File: src/rtl/lcd_tg_pkg.sv
package lcd_tg_pkg;
  localparam int CNT_W = 12;

  typedef struct packed {
    logic [CNT_W-1:0] total;
    logic [CNT_W-1:0] sync_w;
    logic [CNT_W-1:0] start;
    logic [CNT_W-1:0] size;
  } axis_cfg_t;

  typedef enum logic [1:0] {
    MODE_NORMAL = 2'd0,
    MODE_RSVD   = 2'd1,
    MODE_BLACK1 = 2'd2,
    MODE_RSVD3  = 2'd3
  } act_mode_e;

  // register addresses
  localparam int A_H_BASE = 0;
  localparam int A_V_BASE = 4;
  localparam int A_RUN    = 8;
  localparam int A_PORT   = 9;
  localparam int A_MODE   = 10;
  localparam int POL_BIT  = 2;
endpackage

File: src/rtl/lcd_tg_regs.sv
module lcd_tg_regs
  import lcd_tg_pkg::*;
#(
  parameter int CFG_AW = 4,
  parameter int CFG_DW = 16
) (
  input  logic              clk_i,
  input  logic              rst_ni,
  input  logic              we_i,
  input  logic [CFG_AW-1:0] addr_i,
  input  logic [CFG_DW-1:0] wdata_i,
  input  logic              load_i,
  output logic              run_o,
  output axis_cfg_t         cfg_o [2],
  output logic              pol_o,
  output act_mode_e         mode_o
);
  axis_cfg_t stg_q [2];
  axis_cfg_t act_q [2];
  logic      stg_pol_q, act_pol_q, run_q;
  act_mode_e stg_mode_q, act_mode_q;

  for (genvar g = 0; g < 2; g++) begin : g_axis
    localparam int BASE = (g == 0) ? A_H_BASE : A_V_BASE;
    always_ff @(posedge clk_i or negedge rst_ni) begin
      if (!rst_ni) begin
        stg_q[g] <= '0;
        act_q[g] <= '0;
      end else begin
        if (we_i) begin
          case (int'(addr_i))
            BASE + 0: stg_q[g].total  <= wdata_i[CNT_W-1:0];
            BASE + 1: stg_q[g].sync_w <= wdata_i[CNT_W-1:0];
            BASE + 2: stg_q[g].start  <= wdata_i[CNT_W-1:0];
            BASE + 3: stg_q[g].size   <= wdata_i[CNT_W-1:0];
            default: ;
          endcase
        end
        if (load_i) act_q[g] <= stg_q[g];
      end
    end
    assign cfg_o[g] = act_q[g];
  end

  always_ff @(posedge clk_i or negedge rst_ni) begin
    if (!rst_ni) begin
      run_q      <= 1'b0;
      stg_pol_q  <= 1'b1;
      act_pol_q  <= 1'b1;
      stg_mode_q <= MODE_NORMAL;
      act_mode_q <= MODE_NORMAL;
    end else begin
      if (we_i) begin
        case (int'(addr_i))
          A_RUN:  run_q      <= wdata_i[0];
          A_PORT: stg_pol_q  <= wdata_i[POL_BIT];
          A_MODE: stg_mode_q <= act_mode_e'(wdata_i[1:0]);
          default: ;
        endcase
      end
      if (load_i) begin
        act_pol_q  <= stg_pol_q;
        act_mode_q <= stg_mode_q;
      end
    end
  end

  assign run_o  = run_q;
  assign pol_o  = act_pol_q;
  assign mode_o = act_mode_q;


  mid_frame_hold_chk: assert property (@(posedge clk_i) disable iff (!rst_ni)
    (run_q && !load_i) |=> ($stable(act_q[0]) && $stable(act_q[1]) &&
                            $stable(act_pol_q) && $stable(act_mode_q)));
endmodule

File: src/rtl/lcd_tg_axis.sv
module lcd_tg_axis
  import lcd_tg_pkg::*;
(
  input  logic             clk_i,
  input  logic             rst_ni,
  input  logic             clr_i,
  input  logic             en_i,
  input  axis_cfg_t        cfg_i,
  output logic [CNT_W-1:0] cnt_o,
  output logic             wrap_o,
  output logic             sync_o,
  output logic             act_o,
  output logic [CNT_W-1:0] pos_o
);
  logic [CNT_W-1:0] cnt_q;
  logic [CNT_W:0]   act_end;

  assign wrap_o = en_i && (cnt_q == cfg_i.total);

  always_ff @(posedge clk_i or negedge rst_ni) begin
    if (!rst_ni)      cnt_q <= '0;
    else if (clr_i)   cnt_q <= '0;
    else if (wrap_o)  cnt_q <= '0;
    else if (en_i)    cnt_q <= cnt_q + 1'b1;
  end

  assign act_end = {1'b0, cfg_i.start} + {1'b0, cfg_i.size};
  assign sync_o  = cnt_q < cfg_i.sync_w;
  assign act_o   = (cnt_q >= cfg_i.start) && ({1'b0, cnt_q} <= act_end);
  assign pos_o   = act_o ? (cnt_q - cfg_i.start) : '0;
  assign cnt_o   = cnt_q;


  cnt_in_range_chk: assert property (@(posedge clk_i) disable iff (!rst_ni)
    cnt_q <= cfg_i.total);

  wrap_to_zero_chk: assert property (@(posedge clk_i) disable iff (!rst_ni)
    (wrap_o && !clr_i) |=> (cnt_q == '0));
endmodule

File: src/rtl/lcd_sync_gen.sv
module lcd_sync_gen
  import lcd_tg_pkg::*;
#(
  parameter int CFG_AW = 4,
  parameter int CFG_DW = 16
) (
  input  logic              clk_i,
  input  logic              rst_ni,
  input  logic              cfg_we_i,
  input  logic [CFG_AW-1:0] cfg_addr_i,
  input  logic [CFG_DW-1:0] cfg_wdata_i,
  output logic              hsync_o,
  output logic              vsync_o,
  output logic              de_o,
  output logic [CNT_W-1:0]  x_o,
  output logic [CNT_W-1:0]  y_o,
  output logic              req_o,
  output logic              blank_o
);
  localparam int N_AX = 2;

  axis_cfg_t        cfg [N_AX];
  logic             run, pol, frame_end, load, first_q, black, act_all;
  act_mode_e        mode;
  logic [N_AX-1:0]  en, wrap, sync, act;
  logic [CNT_W-1:0] cnt [N_AX];
  logic [CNT_W-1:0] pos [N_AX];

  assign frame_end = wrap[N_AX-1];
  assign load      = !run || frame_end;

  lcd_tg_regs #(.CFG_AW(CFG_AW), .CFG_DW(CFG_DW)) u_regs (
    .clk_i, .rst_ni,
    .we_i(cfg_we_i), .addr_i(cfg_addr_i), .wdata_i(cfg_wdata_i),
    .load_i(load), .run_o(run), .cfg_o(cfg), .pol_o(pol), .mode_o(mode)
  );

  for (genvar g = 0; g < N_AX; g++) begin : g_ax
    if (g == 0) begin : g_first
      assign en[g] = run;
    end else begin : g_next
      assign en[g] = run && wrap[g-1];
    end
    lcd_tg_axis u_axis (
      .clk_i, .rst_ni, .clr_i(!run), .en_i(en[g]), .cfg_i(cfg[g]),
      .cnt_o(cnt[g]), .wrap_o(wrap[g]), .sync_o(sync[g]), .act_o(act[g]),
      .pos_o(pos[g])
    );
  end

  always_ff @(posedge clk_i or negedge rst_ni) begin
    if (!rst_ni)        first_q <= 1'b1;
    else if (!run)      first_q <= 1'b1;
    else if (frame_end) first_q <= 1'b0;
  end

  assign black   = first_q && (mode == MODE_BLACK1);
  assign act_all = run && (&act);
  assign hsync_o = run && sync[0];
  assign vsync_o = run && sync[1];
  assign de_o    = pol ? act_all : !act_all;
  assign x_o     = act_all ? pos[0] : '0;
  assign y_o     = act_all ? pos[1] : '0;
  assign req_o   = act_all && !black;
  assign blank_o = act_all && black;


  idle_quiet_chk: assert property (@(posedge clk_i) disable iff (!rst_ni)
    !run |-> (!hsync_o && !vsync_o && !req_o && !blank_o));

  req_blank_excl_chk: assert property (@(posedge clk_i) disable iff (!rst_ni)
    !(req_o && blank_o));

  start_origin_chk: assert property (@(posedge clk_i) disable iff (!rst_ni)
    $rose(run) |-> (cnt[0] == '0 && cnt[1] == '0));

  blank_only_first_chk: assert property (@(posedge clk_i) disable iff (!rst_ni)
    (run && frame_end) |=> !blank_o);
endmodule

File: config.mk
export PLATFORM = sky130hd
export DESIGN_NAME = lcd_sync_gen
export DESIGN_NICKNAME = d
export VERILOG_FILES = /design/src/rtl/lcd_tg_pkg.sv /design/src/rtl/lcd_tg_regs.sv /design/src/rtl/lcd_tg_axis.sv /design/src/rtl/lcd_sync_gen.sv
export SDC_FILE = /design/constraint.sdc
export NUM_CORES = 1
export LEC_CHECK = 0
export BUFFER_PORTS_ARGS = -buffer_cell sky130_fd_sc_hd__buf_4
export CAP_MARGIN = 30
export CORE_ASPECT_RATIO = 1.25
export CORE_MARGIN = 1.5
export CORE_UTILIZATION = 58
export CTS_BUF_LIST = sky130_fd_sc_hd__clkbuf_4 sky130_fd_sc_hd__clkbuf_8
export DETAILED_ROUTE_END_ITERATION = 7
export GPL_TIMING_DRIVEN = 0
export PLACE_DENSITY_LB_ADDON = 0.3
export REMOVE_ABC_BUFFERS = 1
export SLEW_MARGIN = 20
export SYNTH_ARGS = -nofsm -noshare
export SYNTH_HDL_FRONTEND = slang
export SYNTH_SLANG_ARGS = --single-unit
File: constraint.sdc
create_clock -name clk_i -period 3.73 [get_ports clk_i]
set_input_delay 0.5595 -clock clk_i [delete_from_list [all_inputs] [get_ports clk_i]]
set_output_delay 0.5595 -clock clk_i [all_outputs]
set_load 0.01 [all_outputs]
Word level (Yosys, flattened, before mapping)
Index checks and enable logic that the tools add are counted.
{"block": "totals", "ff_bits": 224, "latch_bits": 0, "ramBits": 0, "mem_bits_ro": 0, "inputBits": 23, "out_inout_bits": 29, "wordCells": 91, "mem_count": 0}
{"block": "op_classes", "addsub": 6, "mul": 0, "div": 0, "magnitude_cmp": 6, "eq_ne": 15, "n_shift": 0, "n_mux": 12, "bitwise": 0, "n_reduce_logical": 28}
{"operator": "two-way mux 12 bit", "count": 9}
{"operator": "adder 12 x 12 -> 13 bit", "count": 2}
{"operator": "less-or-equal comparator 12 x 13 -> 1 bit", "count": 2}
{"operator": "adder 12 x 1 -> 12 bit, second input constant", "count": 2}
{"operator": "equality test 12 bit", "count": 2}
{"operator": "greater-or-equal comparator 12 bit", "count": 2}
{"operator": "< comparator 12 bit", "count": 2}
{"operator": "AND reduction 2 bit", "count": 12}
{"operator": "subtractor 12 bit", "count": 2}
{"operator": "equality test 4 x 3 -> 1 bit, second input constant", "count": 4}
{"operator": "equality test 4 bit, second input constant", "count": 3}
{"operator": "logical AND 1 bit", "count": 11}
{"operator": "equality test 4 x 2 -> 1 bit, second input constant", "count": 2}
{"operator": "equality test 4 x 1 -> 1 bit, second input constant", "count": 1}
{"operator": "zero test 4 bit", "count": 1}
{"operator": "zero test 1 bit", "count": 3}
{"operator": "two-way mux 1 bit", "count": 3}
{"operator": "inequality test 3 x 2 -> 1 bit, second input constant", "count": 1}
{"operator": "equality test 2 bit, second input constant", "count": 1}
{"operator": "inequality test 2 bit, second input constant", "count": 1}
{"operator": "logical OR 1 bit", "count": 1}

Depth between registers and ports, before layout
{"block": "logic_depth", "depth_word": 7, "depth_mapped": 18, "ltp_nobuf": 17}

Hierarchy
A second synthesis with hierarchy kept.
{"block": "unflattened", "hier_cells": 1080, "area_unflattened_um2": 12490.7}
{"mod": "lcd_tg_regs", "instances": 1, "cells_each": 436, "area_per_inst_um2": 7433.4, "seq_area_each_um2": 4982.3}
{"mod": "lcd_tg_axis (g_ax[1].u_axis)", "instances": 1, "cells_each": 303, "area_per_inst_um2": 2401.1, "seq_area_each_um2": 300.3}
{"mod": "lcd_tg_axis (g_ax[0].u_axis)", "instances": 1, "cells_each": 301, "area_per_inst_um2": 2377.3, "seq_area_each_um2": 300.3}
{"mod": "lcd_sync_gen", "instances": 1, "cells_each": 40, "area_per_inst_um2": 279.0, "seq_area_each_um2": 26.3}

Worst setup path after synthesis
Ideal clock, no wire load.
{"block": "synth_timing", "path_type": "register -> output", "startpoint": "reg u_regs.act_q, in the netlist u_regs.cfg_o[12]", "endpoint": "out x_o[10]", "arrival_ns": 3.411, "required_time_ns": 3.171, "path_slack_ns": -0.241, "stages_incl_launch_ff": 19, "n_path_buf": 1, "path_cell_list": "dfrtp_1 > ha_1 > inv_1 > fa_1 > nor2b_1 > o2111ai_1 > nand3_1 > a31o_2 > a21oi_1 > xor2_1 > ha_1 > a21oi_1 > nor2b_1 > a2111oi_0 > a21oi_1 > a32oi_1 > o211ai_2 > buf_2 > nor2_1"}
{"block": "synth_via", "elab_chain_len": 6, "elab_cells_between_ends": 7, "cone_classes": "add/sub: 1; order compare: 2; mux: 1; reduce/logical: 3"}
{"element": "start, declared", "line": "lcd_tg_regs.sv:19", "text": "axis_cfg_t act_q [2];"}
{"element": "start signal, assigned by index", "line": "lcd_tg_regs.sv:39", "text": "if (load_i) act_q[g] <= stg_q[g];"}
{"element": "adder 12 x 12 -> 13 bit", "line": "lcd_tg_axis.sv:27", "text": "assign act_end = {1'b0, cfg_i.start} + {1'b0, cfg_i.size};"}
{"element": "less-or-equal comparator 12 x 13 -> 1 bit", "line": "lcd_tg_axis.sv:29", "text": "assign act_o = (cnt_q >= cfg_i.start) && ({1'b0, cnt_q} <= act_end);"}
{"element": "logical AND 1 bit (*)", "line": "lcd_tg_axis.sv:29"}
{"element": "AND reduction 2 bit (*)", "line": "lcd_sync_gen.sv:58", "text": "assign act_all = run && (&act);"}
{"element": "logical AND 1 bit (*)", "line": "lcd_sync_gen.sv:58"}
{"element": "two-way mux 12 bit (*)", "line": "lcd_sync_gen.sv:62", "text": "assign x_o = act_all ? pos[0] : '0;"}
{"element": "end, declared", "line": "lcd_sync_gen.sv:15", "text": "output logic [CNT_W-1:0] x_o,"}
Mark *: on every way between the ends. The rest lies on a longest branch, timed or not.

Worst setup path in the final report
{"block": "layout_timing", "startpoint": "reg u_regs.act_q, in the netlist u_regs.cfg_o[0]", "endpoint": "out y_o[7]"}
{"block": "layout_via", "elab_chain_len": 6, "elab_cells_between_ends": 7, "cone_classes": "add/sub: 1; order compare: 1; mux: 2; reduce/logical: 3"}
{"element": "adder 12 x 12 -> 13 bit (*)", "line": "lcd_tg_axis.sv:27"}
{"element": "less-or-equal comparator 12 x 13 -> 1 bit (*)", "line": "lcd_tg_axis.sv:29"}
{"element": "logical AND 1 bit (*)", "line": "lcd_tg_axis.sv:29"}
{"element": "AND reduction 2 bit", "line": "lcd_sync_gen.sv:58"}
{"element": "logical AND 1 bit", "line": "lcd_sync_gen.sv:58"}
{"element": "two-way mux 12 bit (*)", "line": "lcd_sync_gen.sv:63", "text": "assign y_o = act_all ? pos[1] : '0;"}
{"element": "end, declared", "line": "lcd_sync_gen.sv:16", "text": "output logic [CNT_W-1:0] y_o,"}
Marked as above.

==> metrics.txt <==
status=finished with violations; failing checks=setup timing; post-synthesis register bit count=~220; EDFF count, synth=0; Die H=roughly 170 microns; Clock Sink Count=~220; Initial Util=0.591; clk_lat worst skew=roughly 0.54 ns; Synth top area share=0.449; CTS H-tree depth=2; Total Power=9950 uW; nature of the critical path endpoint=output port; Max Freq=between 200 and 250 MHz; hold buffer count at cts=0; Tcrit/Tclk final=1.33; Placer Congestion=roughly 0.90; vias in the first global route=between 8k and 9k; post-detailed-route count of antenna-violating nets=0; Sw Share=0.353; Period minus WS final=just under 5 ns; largest net degree at the start of global routing=around 110; share of cells above drive strength 1=0.290; worst r2r dst=u_regs.cfg_o[89]$_DFFE_PN0P_; leakage=around 0.0067 uW; clock tree from TritonCTS=done; Yosys top cell by area=dfrtp_1; register area share after synthesis=0.456; die width=about 130 microns; YS warnings=0; Inst Count DP=1385; fin nets=1292; post-DP HPWL=approximately 19000 microns; grt ovf=0; area of the core=20800 sq um; crit path max fanout=3; per-cell routed wire length=about 20 microns; Total Wirelength=29100 microns; global-route wire length before repair=roughly 45000 microns; I/O Pins=52; routed vias=between 8k and 9k; Hold Fails Final Rpt=0; unrepaired setup endpoints after global routing=yes; r2r setup slk=0.45 ns; full die area=22100 sq um; top_reg_cell synth=dfrtp_1; Crit Path Category=reg2out; Reg2Reg Launch Point=g_ax[0].u_axis.cnt_o[6]$_DFF_PN0_; ranking of synthesized cells by area=dfrtp_1 (45%), ha_1 (9.8%), mux2_2 (9.7%); final cell count without fillers=roughly 1.5k; CP startpoint=u_regs.cfg_o[0]$_DFFE_PN0P_; Comb power frac=0.407; Critical Path Start Type=flip-flop; reg2reg path depth=7; crit path DAT=between 4 and 5 ns; worst setup path endpoint=y_o[7]; pwr/cell area=~700 nW/um^2; Num CTS Buffers=37; power share of the clock group=0.237; initial drt markers=502; sw power=3520 uW; # DRC=0; Peak VDD IR=0.371 mV; Sequential Power Share=0.356; Cell variety after synth=between 50 and 60; drt first pass iters=5; vias per cell=a little under 6; Mapped Area=approximately 12000 sq um; Reg clk slew, reported paths=0.07 ns; Slew headroom=0.405; Hold Crit Class=in2async; PnR worst setup slack=-1.24 ns; number of placement rows=59; Final Setup Violations=27; CTS max path bufs=3; max-cap viol count=0; # fillers=between 1.5k and 2k; Slew @ Worst Pin=between 0.8 and 0.9 ns; initial antenna violation count=0; critical path data required time=between 3 and 4 ns; FFs w/ async S/R, synth=1.00; Root Driver=clkbuf_8; Clock Skew=a little over 0.02 ns; internal power=6440 uW; syn avg cell area=roughly 11 sq um; Slew Viols, Final=0; Post-Syn Instances=~1.1k; Area Overhead vs Synth=15.8%; GRT Resource Usage Total=0.265; IO Port Bufs=between 40 and 50
## cell usage in the layout (no fill, tap or decap), types with 12 or more instances in the layout
cell / n
clkbuf_8: 44
a21oi_1: 25
o21ai_0: 77
and3_1: 12
nor3_1: 18
ha_1: 93
nand2_1: 74
xnor2_1: 43
inv_1: 59
nor2_1: 70
mux2_2: 106
xor2_1: 34
buf_6: 14
nand4_1: 21
clkbuf_4: 15
o21a_1: 13
dfrtp_1: 221
mux2_4: 47
buf_4: 46
## cell families (layout without fill, tap and decap cells)
logic type                 after synthesis  after routing  share of synthesized area
xor gates and xnor gates                77             77                     0.0548
buffers and inverters                   92            195                     0.0400
adders and majority gates              100            100                      0.104
muxes                                  153            153                      0.154
other                                    0              1                          0
and+or+nand+nor                        274            274                      0.107
AOI/OAI and AO/OA                      170            172                     0.0843
DFF                                    224            224                      0.456
## Yosys cell counts (5+ instances only)
| cell | number |
|---|---|
| dfrtp_1 | 221 |
| mux2_2 | 106 |
| ha_1 | 96 |
| nor2_1 | 82 |
| o21ai_0 | 78 |
| nand2_1 | 74 |
| inv_1 | 61 |
| mux2_4 | 47 |
| xnor2_1 | 43 |
| xor2_1 | 34 |
| a21oi_1 | 30 |
| nand4_1 | 21 |
| nor3_1 | 21 |
| nand3_1 | 13 |
| o21a_1 | 13 |
| and3_1 | 12 |
| nand2b_1 | 11 |
| nor2b_1 | 9 |
| a211oi_1 | 8 |
| clkbuf_1 | 8 |
| a21o_1 | 7 |
| buf_2 | 7 |
| buf_12 | 6 |
| nor4_1 | 6 |
| or3_1 | 6 |
| nand3b_1 | 5 |
## power by group through the flow
| stage | clock network, uW | logic, uW | registers [uW] |
|---|---|---|---|
| 3_5_place_dp | 0 | 3600 | 3570 |
| 5_1_grt | 2510 | 4460 | 3630 |
| 2_1_floorplan | 0 | 2870 | 3430 |
| 4_1_cts | 2400 | 3800 | 3540 |
| 3_3_place_gp | 0 | 3490 | 3540 |
| 6_report | 2360 | 4050 | 3550 |
## repair_timing
action                                 CTS  global route
resized for setup                       54            23
endpoints found under the hold margin    0             0
setup endpoints to repair               27            27
setup buffers                            6            10
pin swaps                               32            21
gates cloned                             3             0
## stage by stage
stage	cell area [sq um]	worst slack, ns	TNS [ns]	util	hold slack, ns
2_1_floorplan	12000	-0.455	-9.05	-	0.264
3_3_place_gp	12700	-1.30	-34.47	0.612	0.446
3_5_place_dp	12900	-1.01	-24.50	0.619	0.451
4_1_cts	14000	-1.17	-29.73	0.675	0.00587
5_1_grt	14300	-1.36	-34.96	0.685	0.0324
6_report	14300	-1.24	-31.52	0.685	0.00118
## critical path, cell delays in order (launching register included)
cell	delay (ns)
dfrtp_1	0.39
ha_2	0.20
inv_2	0.05
fa_2	0.23
nor2b_4	0.06
o2111ai_4	0.20
nand3_2	0.12
a31o_4	0.24
a21oi_2	0.14
xor2_1	0.17
ha_1	0.29
buf_4	0.15
nand4_1	0.11
nor3_1	0.07
or4_1	0.48
a21oi_2	0.16
a32oi_2	0.10
o211ai_4	0.18
clkbuf_16	0.23
buf_12	0.11
nor2_4	0.04
buf_6	0.12
## worst min-delay path by stage
| stage | end | slack (ns) | cells past startpoint |
|---|---|---|---|
| 5_1_grt | u_regs.mode_o[0]$_DFFE_PN0P_ | 0.03 | 1 |
| 4_1_cts | u_regs.stg_q[78]$_DFFE_PN0P_ | 0.006 | 1 |
| 3_3_place_gp | first_q$_DFFE_PN1P_ | 0.45 | 2 |
| 3_5_place_dp | first_q$_DFFE_PN1P_ | 0.45 | 2 |
| 6_report | u_regs.stg_q[78]$_DFFE_PN0P_ | 0.001 | 1 |
| 2_1_floorplan | g_ax[0].u_axis.cnt_o[0]$_DFF_PN0_ | 0.26 | 0 |
## state kept, by name (all words and copies together) (netlist names)
| signal | flops |
|---|---|
| u_regs.cfg_o | 96 |
| u_regs.stg_q | 96 |
| g_ax.u_axis.cnt_o | 24 |
| u_regs.mode_o | 2 |
| u_regs.stg_mode_q | 2 |
| first_q | 1 |
| u_regs.pol_o | 1 |
| u_regs.run_o | 1 |
| u_regs.stg_pol_q | 1 |
## area by class of cell
cell class              count  area (sq um)  share of cell area
multi-input cells         776          6560               0.460
flip-flops and latches    224          5610               0.393
clock buffers              59           718              0.0504
repair buffers             69           701              0.0491
well taps                 274           343              0.0240
inverters                  61           231              0.0162
clock inverters             6          93.8             0.00658
diodes                      1          2.50            0.000176
## per-layer routing
metal,part of all wire,global-route usage
met1,0.42,0.330
met2,0.49,0.449
met3,0.045,0.0467
met4,0.045,0.120
met5,0,0
(Power assumes the default switching activity.)
